===== src/rtl/bcs_pkg.sv =====
package bcs_pkg;

    localparam int BCS_AHB_W     = 4;
    localparam int BCS_APB_W     = 3;
    localparam int BCS_SHIFT_W   = 4;
    localparam int BCS_MAX_SHIFT = 9;
    localparam int BCS_N_CH      = 5;

    // strobe channel slots
    localparam int CH_AHB  = 0;
    localparam int CH_APB1 = 1;
    localparam int CH_APB2 = 2;
    localparam int CH_TIM1 = 3;
    localparam int CH_TIM2 = 4;

    typedef logic [BCS_SHIFT_W-1:0] bcs_shift_t;

    typedef struct packed {
        bcs_shift_t ahb;
        bcs_shift_t apb1;
        bcs_shift_t apb2;
        bcs_shift_t tim1;
        bcs_shift_t tim2;
    } bcs_shifts_t;

    // main-bus code: upper half maps to 1,2,3,4,6,7,8,9 (5 skipped)
    function automatic bcs_shift_t ahb_shift_of(input logic [BCS_AHB_W-1:0] code);
        logic [BCS_AHB_W-2:0] idx;
        idx = code[BCS_AHB_W-2:0];
        if (!code[BCS_AHB_W-1])
            return '0;
        else if (idx < (BCS_AHB_W-1)'(4))
            return BCS_SHIFT_W'(idx) + BCS_SHIFT_W'(1);
        else
            return BCS_SHIFT_W'(idx) + BCS_SHIFT_W'(2);
    endfunction

    // peripheral-bus code: upper half maps to 1..4
    function automatic bcs_shift_t apb_shift_of(input logic [BCS_APB_W-1:0] code);
        if (!code[BCS_APB_W-1])
            return '0;
        else
            return BCS_SHIFT_W'(code[BCS_APB_W-2:0]) + BCS_SHIFT_W'(1);
    endfunction

    // timer shift from mode, its bus shift and the main-bus shift
    function automatic bcs_shift_t tim_shift_of(input logic x4_mode,
                                                input bcs_shift_t bus_sh,
                                                input bcs_shift_t ahb_sh);
        if (!x4_mode) begin
            if (bus_sh == '0)
                return '0;
            else
                return bus_sh - BCS_SHIFT_W'(1);
        end else begin
            if (bus_sh <= BCS_SHIFT_W'(2))
                return ahb_sh;
            else
                return bus_sh - BCS_SHIFT_W'(2);
        end
    endfunction

endpackage


===== src/rtl/bcs_decode.sv =====
module bcs_decode
    import bcs_pkg::*;
(
    input  logic [BCS_AHB_W-1:0] ahb_code,
    input  logic [BCS_APB_W-1:0] apb1_code,
    input  logic [BCS_APB_W-1:0] apb2_code,
    input  logic                 tim_x4_mode,
    output bcs_shifts_t          shifts
);

    always_comb begin
        shifts.ahb  = ahb_shift_of(ahb_code);
        shifts.apb1 = apb_shift_of(apb1_code);
        shifts.apb2 = apb_shift_of(apb2_code);
        shifts.tim1 = tim_shift_of(tim_x4_mode, shifts.apb1, shifts.ahb);
        shifts.tim2 = tim_shift_of(tim_x4_mode, shifts.apb2, shifts.ahb);
    end

endmodule


===== src/rtl/bcs_divider.sv =====
module bcs_divider #(
    parameter int SHIFT_W = 4,
    parameter int CNT_W   = 9
) (
    input  logic               clk,
    input  logic               rst,
    input  logic [SHIFT_W-1:0] shift_req,
    output logic               strobe
);

    localparam int SPAN_W = CNT_W + 1;

    logic [CNT_W-1:0]   cnt;
    logic [SHIFT_W-1:0] sh_eff;
    logic [SPAN_W-1:0]  span;
    logic [CNT_W-1:0]   reload;
    logic               at_term;

    // clamp to the counter reach, then reload value is 2^shift - 1
    always_comb begin
        sh_eff  = (shift_req > SHIFT_W'(CNT_W)) ? SHIFT_W'(CNT_W) : shift_req;
        span    = SPAN_W'(1) << sh_eff;
        reload  = CNT_W'(span - SPAN_W'(1));
        at_term = (cnt == '0);
    end

    // new shift is sampled only at the terminal count
    always_ff @(posedge clk) begin
        if (rst)
            cnt <= '0;
        else if (at_term)
            cnt <= reload;
        else
            cnt <= cnt - CNT_W'(1);
    end

    assign strobe = at_term & ~rst;

endmodule


===== src/rtl/busclk_strobe_gen.sv =====
module busclk_strobe_gen
    import bcs_pkg::*;
#(
    parameter int MAX_SHIFT = BCS_MAX_SHIFT
) (
    input  logic                   clk,
    input  logic                   rst,
    input  logic [BCS_AHB_W-1:0]   ahb_code,
    input  logic [BCS_APB_W-1:0]   apb1_code,
    input  logic [BCS_APB_W-1:0]   apb2_code,
    input  logic                   tim_x4_mode,
    output logic                   ahb_stb,
    output logic                   apb1_stb,
    output logic                   apb2_stb,
    output logic                   tim1_stb,
    output logic                   tim2_stb,
    output logic [BCS_SHIFT_W-1:0] ahb_shift,
    output logic [BCS_SHIFT_W-1:0] apb1_shift,
    output logic [BCS_SHIFT_W-1:0] apb2_shift
);

    localparam int CNT_W = MAX_SHIFT;

    bcs_shifts_t                          shifts;
    logic [BCS_N_CH-1:0][BCS_SHIFT_W-1:0] ch_shift;
    logic [BCS_N_CH-1:0]                  ch_stb;

    bcs_decode u_decode (
        .ahb_code    (ahb_code),
        .apb1_code   (apb1_code),
        .apb2_code   (apb2_code),
        .tim_x4_mode (tim_x4_mode),
        .shifts      (shifts)
    );

    always_comb begin
        ch_shift[CH_AHB]  = shifts.ahb;
        ch_shift[CH_APB1] = shifts.apb1;
        ch_shift[CH_APB2] = shifts.apb2;
        ch_shift[CH_TIM1] = shifts.tim1;
        ch_shift[CH_TIM2] = shifts.tim2;
    end

    for (genvar g = 0; g < BCS_N_CH; g++) begin : g_chan
        bcs_divider #(
            .SHIFT_W (BCS_SHIFT_W),
            .CNT_W   (CNT_W)
        ) u_div (
            .clk       (clk),
            .rst       (rst),
            .shift_req (ch_shift[g]),
            .strobe    (ch_stb[g])
        );
    end

    assign ahb_stb    = ch_stb[CH_AHB];
    assign apb1_stb   = ch_stb[CH_APB1];
    assign apb2_stb   = ch_stb[CH_APB2];
    assign tim1_stb   = ch_stb[CH_TIM1];
    assign tim2_stb   = ch_stb[CH_TIM2];
    assign ahb_shift  = shifts.ahb;
    assign apb1_shift = shifts.apb1;
    assign apb2_shift = shifts.apb2;

endmodule


===== config.mk =====
export PLATFORM = sky130hd
export DESIGN_NAME = busclk_strobe_gen
export DESIGN_NICKNAME = d
export VERILOG_FILES = /design/src/rtl/bcs_pkg.sv /design/src/rtl/bcs_decode.sv /design/src/rtl/bcs_divider.sv /design/src/rtl/busclk_strobe_gen.sv
export SDC_FILE = /design/constraint.sdc
export NUM_CORES = 1
export LEC_CHECK = 0
export CAP_MARGIN = 40
export CORE_MARGIN = 3
export CORE_UTILIZATION = 53
export DETAILED_ROUTE_END_ITERATION = 10
export DONT_BUFFER_PORTS = 1
export PLACE_DENSITY = 0.65
export SYNTH_ARGS = -nofsm -noshare
export SYNTH_HDL_FRONTEND = slang
export SYNTH_SLANG_ARGS = --single-unit

===== constraint.sdc =====
create_clock -name clk -period 6.2 [get_ports clk]
set_input_delay 0.31 -clock clk [delete_from_list [all_inputs] [get_ports clk]]
set_output_delay 0.31 -clock clk [all_outputs]
set_load 0.005 [all_outputs]

# --- Yosys cells after proc, flatten, opt, wreduce, memory -nomap -nowiden ---
# Cells that the tools add are included.
totals:
  memories: 0
  reg_bits: 45
  input_bits: 13
  ram_bits: 0
  output_inout_bits: 17
  latchBits: 0
  word_cells: 69
  rom_bits: 0
classes:
  bitwise_logic: 6
  muxes: 20
  n_eq_ne: 0
  multipliers: 0
  reduce_logical: 7
  shifts: 5
  div_mod_pow: 0
  addsub: 18
  n_lt_le_gt_ge: 8
op_table:
  columns: ["op", "n"]
  rows:
  - ["9-bit by 1-bit subtractor with 9-bit output (second input constant)", 10]
  - ["4-bit 2-to-1 mux", 15]
  - ["9-bit logical NOT", 5]
  - ["9-bit 2-to-1 mux", 5]
  - ["1-bit by 4-bit << shifter with 9-bit output (first input constant)", 5]
  - ["4-bit > comparator (second input constant)", 5]
  - ["4-bit by 2-bit <= comparator with 1-bit output (second input constant)", 2]
  - ["4-bit logical NOT", 2]
  - ["4-bit by 1-bit subtractor with 4-bit output (second input constant)", 2]
  - ["4-bit by 2-bit subtractor with 4-bit output (second input constant)", 2]
  - ["2-bit by 1-bit adder with 3-bit output (second input constant)", 2]
  - ["1-bit AND", 5]
  - ["3-bit by 1-bit adder with 4-bit output (second input constant)", 1]
  - ["3-bit by 2-bit adder with 4-bit output (second input constant)", 1]
  - ["3-bit < comparator (second input constant)", 1]
  - ["1-bit inverter", 1]

# --- Longest topological paths before layout ---
# Gate-level depths: netlist (run 1).
logic_depth:
  word_depth: 10
  mapped_depth: 16
  mapped_depth_nobuf: 16

# --- Modules after synthesis ---
# From an unflattened synthesis (run 1), not the netlist that was laid out.
hier_totals:
  cells_unflattened: 405
  area_unflattened_um2: 3459.6
by_module_without_submodules:
  columns: ["mod", "area_each_um2", "n_inst", "cells_each"]
  rows:
  - ["bcs_divider", 579.3, 5, 65]
  - ["bcs_decode", 563.0, 1, 80]

# --- Worst setup path after synthesis (run 1) ---
# OpenSTA, ideal clock, no wires.
synth_timing:
  kind: "input-to-reg"
  from: "input apb2_code[0]"
  to: "register g_chan[4].u_div.cnt[8]"
  setup_slack_ns: 2.896
  path_stages: 15
  n_path_buf: 0
  arrival_time_ns: 3.173
  setup_time_ns: 0.131
  cell_sequence: "ha_1 > nand2_1 > inv_1 > or2_2 > inv_1 > ha_1 > o41a_1 > o21ai_1 > nor4_1 > nor2_1 > ha_1 > nand2_1 > or2_2 > nor4b_1 > nor3_1"
synth_between:
  elab_chain_cells: 10
synth_lines:
  columns: ["item", "line_no", "rtl"]
  rows:
  - ["start: declaration", "busclk_strobe_gen.sv:10", "input logic [BCS_APB_W-1:0] apb2_code,"]
  - ["2-bit by 1-bit adder with 3-bit output (*)", "bcs_pkg.sv:43", "return BCS_SHIFT_W'(code[BCS_APB_W-2:0]) + BCS_SHIFT_W'(1);"]
  - ["4-bit 2-to-1 mux (*)", "bcs_pkg.sv:40", "if (!code[BCS_APB_W-1])"]
  - ["named net apb2_shift[1]", "busclk_strobe_gen.sv:19", "output logic [BCS_SHIFT_W-1:0] apb2_shift"]
  - ["4-bit by 1-bit subtractor with 4-bit output (tied with other cells)", "bcs_pkg.sv:54", "return bus_sh - BCS_SHIFT_W'(1);"]
  - ["4-bit 2-to-1 mux (on tied branches)", "bcs_pkg.sv:51, bcs_pkg.sv:56", null]
  - ["4-bit 2-to-1 mux (*)", "bcs_pkg.sv:50", "if (!x4_mode) begin"]
  - ["4-bit > comparator", "bcs_divider.sv:21", "sh_eff = (shift_req > SHIFT_W'(CNT_W)) ? SHIFT_W'(CNT_W) : shift_req;"]
  - ["4-bit 2-to-1 mux (*)", "bcs_divider.sv:21", null]
  - ["1-bit by 4-bit << shifter with 9-bit output (*)", "bcs_divider.sv:22", "span = SPAN_W'(1) << sh_eff;"]
  - ["9-bit by 1-bit subtractor with 9-bit output (*)", "bcs_divider.sv:23", "reload = CNT_W'(span - SPAN_W'(1));"]
  - ["9-bit 2-to-1 mux (*)", "bcs_divider.sv:31", "else if (at_term)"]
  - ["end signal: assignment", "bcs_divider.sv:32", "cnt <= reload;"]
  - ["end signal: assignment", "bcs_divider.sv:34", "cnt <= cnt - CNT_W'(1);"]
  - ["end: declaration", "bcs_divider.sv:13", "logic [CNT_W-1:0] cnt;"]
# The timed path passes the listed nets; every way through them passes the cells marked *.
# A chain may end at the register's enable or synchronous reset.

# --- Worst setup path after layout (run 1) ---
# Same ends and word-level chain as after synthesis.

==> impl_metrics.csv, run 1 <==
group,metric,value,unit
status,status,"complete, no violations",
sta,period_needed,3390,ps
detailed_routing,first_pass_iters,4,
final_layout,antenna_cells,0,
die,core,0.00561,mm^2
setup_path,critPathBufInv,2,
global_route,grt_max_degree,51,
placed_design,place_hpwl,5160,um
setup_path,rr_worst_depth,10,
clocking,hold_buffers,0,
detailed_routing,top_layer,"met4",
synth,synth_edf_count,0,
setup_path,critPathTopFamily,"simple AND/OR/NAND/NOR gates",
placed_design,pre_cts_ws,2470,ps
placed_design,place_congestion,0.825,
sta,fin_ws,2810,ps
setup_path,path_cells,"ha_1, nand2_1, inv_1, or2_2, inv_1, ha_1, o41a_1, o21ai_1, nor4_1, nor2_1, ha_1, nand2_1, or2_2, nor4b_1, nor3_1",
synth,synth_seq_cells,45,
detailed_routing,drt_wl_total,7050,um
detailed_routing,drtAntennaViolNets,0,
setup_path,required,6390,ps
setup_path,slowest_delay,490,ps
synth,ys_top_cells_by_area,"dfxtp_1, nor2_1, ha_1",
detailed_routing,wl_per_cell,15.7,um
power_and_ir_drop,intPower,0.816,mW
sta,worst_pin_slew,860,ps
sta,setup_viol,0,
clocking,cts_inserted_buffers,5,
synth,syn_avg_cell_area,7.98,um^2
final_layout,layout_commonest_cell,"nor2_1",
power_and_ir_drop,swShare,42.8,%
die,io_pins,30,
power_and_ir_drop,p_comb_share,51.9,%
synth,synth_top_area_share,29.0,%
synth,yosysSeqAreaShare,29.0,%
clocking,ctsResizeCount,0,
setup_path,cp_data_arrival_time,3580,ps
synth,post-synth-top-area-cell,"dfxtp_1",
synth,synth.cell_area,0.00311,mm^2
sta,fin_worst_skew,4.55,ps
power_and_ir_drop,switching_power,0.610,mW
final_layout,fin_cells,450,
power_and_ir_drop,p_clk_share,13.7,%
clocking,cts_tree,"done",
worst_hold_path,worst_hold_path.num_cells,1,
sta,rsz0062_at_grt,"no",
die,rows,27,
setup_path,crit_path_frequent_cell,"ha_1",
run,cap_violations,0,
die,start_util,55.5,%
synth,ys_types,68,
die,die_area,0.00683,mm^2
detailed_routing,num_vias,2779,
detailed_routing,wl_met1,3390,um
power_and_ir_drop,pwr-share-seq,34.4,%
final_layout,regMostFlops,"g_chan.u_div.cnt",
final_layout,final_nets,403,
power_and_ir_drop,p_per_area,447,mW/mm^2
sta,finalHoldViolations,0,
synth,syn_inst,390,
sta,maxSlewViolCount,0,
sta,relSlewSlack,42.3,%
setup_path,path_class,"input pin to flop",
clocking,cts.clk_slew.worst_paths,90,ps
final_layout,largest_register_ff_count,45,
detailed_routing,wl_met3,296,um
clocking,clockBufferDepth,2,
global_route,grt_pass1_wl,11900,um
worst_hold_path,hp-class,"input pin to flop",
setup_path,crit_path_end_kind,"flop",
clocking,htree_levels,2,
global_route,antenna_found_initial,0,
synth,ys.flop_type,"dfxtp_1",
detailed_routing,drt-initial-drc-count,119,
clocking,clk_latency,300,ps
final_layout,mostFrequentLayoutCells,"nor2_1, dfxtp_1, nand2_1, a21oi_1, inv_1",
setup_path,cp-start-kind,"input pin",
power_and_ir_drop,p_leak,1.26,nW
detailed_routing,avgViaCountPerCell,6.18,
final_layout,reg_top3,"g_chan.u_div.cnt: 45 flops",
final_layout,area_growth,2.45,%
die,die_h,82.6,um
sta,setup_tns,0,ps
detailed_routing,wl_met2,3250,um
setup_path,cp_max_fo,10,
synth,yosysWarningCount,0,
setup_path,path_depth,15,
global_route,gr-usage-all-layers,22.0,%
global_route,grt_pass1_vias,2648,
clocking,clkSinkCount,45,
die,die_w,82.6,um
clocking,root_buffer,"clkbuf_8",
final_layout,drive_above_1_share,6.88,%
synth,async_reset_ff_share,0,%
setup_path,slowest_stage,"o21ai_1",
sta,max_freq,295,MHz
placed_design,place_inst,442,
sta,fin_crit_sh,54.7,%
detailed_routing,drc,0,
placed_design,io_buffers,0,
clocking,cts_setup_buffers,0,
power_and_ir_drop,peakVddDrop,195,uV
global_route,overflow,0,
-- power by group through the flow --
stage | Sequential (mW) | Clock, mW | Combinational (mW)
global placement | 0.493 | 0 | 0.725
detailed placement | 0.493 | 0 | 0.739
CTS | 0.488 | 0.203 | 0.745
finish | 0.491 | 0.195 | 0.741
floorplan | 0.468 | 0 | 0.637
global route | 0.504 | 0.213 | 0.853
-- final cells by class --
class                           instances  area, um^2
Fill cell                             558        2420
Multi-Input combinational cell        308        2040
Sequential cell                        45         901
Tap cell                               72        90.1
Clock buffer                            6        82.6
Inverter                               17        63.8
Clock inverter                          2        13.8
-- synthesized netlist by cell type (8+ instances only) --
library cell / instances
nand2_1: 22
o21ai_0: 13
xor2_1: 8
nor2_1: 49
nor2b_1: 11
dfxtp_1: 45
nor3_1: 9
xnor2_1: 11
a31oi_1: 15
nand3_1: 10
a21oi_1: 17
nor4_1: 11
inv_1: 16
ha_1: 13
clkbuf_1: 12
-- logic make-up (layout without fill, tap and decap cells) --
logic type | Yosys count | after routing | synth area share, %
buffers and inverters | 38 | 25 | 5.71
xor gates and xnor gates | 19 | 19 | 5.35
adders and majority gates | 13 | 13 | 5.23
DFF | 45 | 45 | 29.0
AOI/OAI and AO/OA | 109 | 109 | 25.7
and+or+nand+nor | 165 | 165 | 29.0
other | 1 | 2 | 0.121
-- worst paths after layout --
kind	to	slack [ps]	startpoint
setup / recovery	g_chan[4].u_div.cnt[8]	2810	apb2_code[0]
hold / removal	g_chan[3].u_div.cnt[8]	70	rst
hold reg to reg	g_chan[4].u_div.cnt[5]	470	g_chan[4].u_div.cnt[5]
setup reg to reg	g_chan[4].u_div.cnt[4]	3410	g_chan[4].u_div.cnt[3]
-- metrics by stage --
| step | area, um^2 | util (%) | hold WS [ps] | power, mW |
|---|---|---|---|---|
| 6_report | 3190 | 56.8 | 66.9 | 1.43 |
| 3_5_place_dp | 3090 | 55.1 | 384 | 1.23 |
| 4_1_cts | 3190 | 56.8 | 55.2 | 1.44 |
| 5_1_grt | 3190 | 56.8 | 52.3 | 1.57 |
| 2_1_floorplan | 3120 | - | 440 | 1.11 |
| 3_3_place_gp | 3090 | 55.1 | 381 | 1.22 |
-- metal layers --
metal / vias up / track usage, %
li1: 1423 / -
met1: 1304 / 28.8
met2: 44 / 36.1
met3: 8 / 4.88
met4: 0 / 7.03
met5: - / 0
Power figures use the tool's default switching activity.
==> run 2: changes to the inputs <==
--- a/config.mk
+++ b/config.mk
@@ -10,7 +10,7 @@
 export CORE_UTILIZATION = 53
 export DETAILED_ROUTE_END_ITERATION = 10
 export DONT_BUFFER_PORTS = 1
-export PLACE_DENSITY = 0.65
+export PLACE_DENSITY = 0.68
 export SYNTH_ARGS = -nofsm -noshare
 export SYNTH_HDL_FRONTEND = slang
 export SYNTH_SLANG_ARGS = --single-unit
==> constraint.sdc (replaced) <==
create_clock -name clk -period 3.1 [get_ports clk]
set_input_delay 0.155 -clock clk [delete_from_list [all_inputs] [get_ports clk]]
set_output_delay 0.155 -clock clk [all_outputs]
set_load 0.005 [all_outputs]
==> run 2 against run 1 <==
Clock skew rose by 1.1 ps. Setup slack worse by 2500 ps. Final area increased by 4.2%. Core utilization up 2.4 points. Count of clock-buffer cells in the layout unchanged. Critical path depth unchanged. Sequential power increased by 100%. Die area did not move. Power up 110%.
==> impl_metrics.csv, run 2 (synthesis results as in run 1) <==
group,metric,value,unit
setup_path,required,3300,ps
setup_path,cp_max_fo,8,
power_and_ir_drop,total_power,2.98,mW
final_layout,reg_top3,"g_chan.u_div.cnt: 45 flops",
die,io_pins,30,
clocking,cts.clk_slew.worst_paths,90,ps
final_layout,final_nets,416,
detailed_routing,wl_per_cell,15.9,um
final_layout,area_growth,6.80,%
setup_path,slowest_stage,"o41a_1",
clocking,clkSinkCount,45,
detailed_routing,num_vias,2906,
setup_path,cp-start-kind,"input pin",
final_layout,fin_cells,463,
final_layout,drive_above_1_share,10.2,%
placed_design,place_congestion,0.892,
sta,setup_tns,0,ps
clocking,htree_levels,2,
sta,relSlewSlack,45.5,%
run,cap_violations,0,
final_layout,final_core_util,59.3,%
final_layout,mostFrequentLayoutCells,"nor2_1, dfxtp_1, nand2_1, a21oi_1, inv_1",
detailed_routing,avgViaCountPerCell,6.28,
detailed_routing,first_pass_iters,4,
setup_path,slowest_delay,450,ps
sta,hold_ws,9.77,ps
setup_path,path_class,"input pin to flop",
sta,fin_ws,330,ps
final_layout,largest_register_ff_count,45,
placed_design,place_hpwl,5320,um
clocking,clockBufferDepth,2,
final_layout,layout_commonest_cell,"nor2_1",
setup_path,crit_path_end_kind,"flop",
global_route,grt_max_degree,45,
die,die_h,82.6,um
sta,rsz0062_at_grt,"no",
setup_path,critPathTopFamily,"simple AND/OR/NAND/NOR gates",
placed_design,pre_cts_ws,-80.8,ps
power_and_ir_drop,p_per_area,897,mW/mm^2
clocking,clk_latency,300,ps
placed_design,place_inst,454,
final_layout,design_area,0.00332,mm^2
sta,max_freq,361,MHz
sta,fin_worst_skew,5.66,ps
global_route,gr-usage-all-layers,22.6,%
global_route,antenna_found_initial,0,
clocking,cts_inserted_buffers,5,
sta,period_needed,2770,ps
status,status,"complete, no violations",
global_route,grt_pass1_vias,2712,
die,die_w,82.6,um
worst_hold_path,hp-class,"input pin to flop",
die,rows,27,
sta,finalHoldViolations,0,
placed_design,io_buffers,0,
clocking,cts_tree,"done",
final_layout,regMostFlops,"g_chan.u_div.cnt",
die,core,0.00561,mm^2
detailed_routing,drc,0,
detailed_routing,drt_wl_total,7360,um
global_route,overflow,0,
placed_design,placed_area,0.00319,mm^2
clocking,cts_setup_buffers,0,
power_and_ir_drop,p_leak,1.34,nW
sta,maxSlewViolCount,0,
global_route,grt_pass1_wl,12200,um
detailed_routing,drt-initial-drc-count,193,
detailed_routing,drtAntennaViolNets,0,
clocking,root_buffer,"clkbuf_8",
setup_path,cp_data_arrival_time,2970,ps
sta,worst_pin_slew,810,ps
final_layout,antenna_cells,0,
die,start_util,55.5,%
sta,setup_viol,0,
setup_path,crit_path_frequent_cell,"ha_1",
setup_path,path_cells,"ha_1, nand2_1, inv_1, or2_2, inv_1, ha_1, o41a_1, nor2_1, nor4_1, a21oi_1, ha_1, nand2_1, or2_2, nor4b_2, nor3_1",
setup_path,critPathBufInv,2,
die,die_area,0.00683,mm^2
power_and_ir_drop,peakVddDrop,470,uV
sta,fin_crit_sh,89.4,%
## run 2: cell types whose count changed in the layout (fill, tap and decap cells not counted)
| cell | previous run | this run |
|---|---|---|
| buf_12 | 0 | 1 |
| buf_4 | 0 | 12 |
| bufinv_16 | 0 | 1 |
| clkbuf_1 | 0 | 1 |
| clkbuf_8 | 6 | 5 |
| clkinv_2 | 1 | 0 |
| nor4b_1 | 4 | 3 |
| nor4b_2 | 0 | 1 |
| o21ai_1 | 5 | 4 |
| o21ai_2 | 0 | 1 |
## run 2: report_power, final
group          switching (mW)  internal, mW  total, mW
sequential              0.186         0.798      0.984
combinational           0.849         0.700       1.55
clock                   0.205         0.242      0.448
total                    1.24          1.74       2.98
## run 2: final timing paths
path | startpoint | to | slack (ps) | cells past startpoint
max | apb2_code[0] | g_chan[4].u_div.cnt[8] | 330 | 15
min | rst | g_chan[3].u_div.cnt[7] | 10 | 1
max reg2reg | g_chan[4].u_div.cnt[3] | g_chan[4].u_div.cnt[6] | 530 | 10
min reg2reg | g_chan[0].u_div.cnt[5] | g_chan[0].u_div.cnt[5] | 480 | 2
## run 2: cell type report
cell class	count	area, um^2
multi-input combinational	308	2050
clock buffer	6	72.6
sequential	45	901
tap	72	90.1
clock inverter	2	38.8
timing repair buffer	13	110
fill	537	2280
inverter	17	63.8
## run 2: repair_timing
action / in CTS / in global routing
resized for setup: 0 / 1
hold buffers: 1 / 0
endpoints found under the hold margin: 44 / 0
endpoints found under the setup margin: 0 / 1
## run 2: layer usage
| layer | vias up | GRT usage [%] | part of all wire, % |
|---|---|---|---|
| li1 | 1450 | - | - |
| met1 | 1385 | 29.4 | 46 |
| met2 | 64 | 38.5 | 48 |
| met3 | 7 | 3.90 | 4.7 |
| met4 | 0 | 5.72 | 0.98 |
| met5 | - | 0 | 0 |
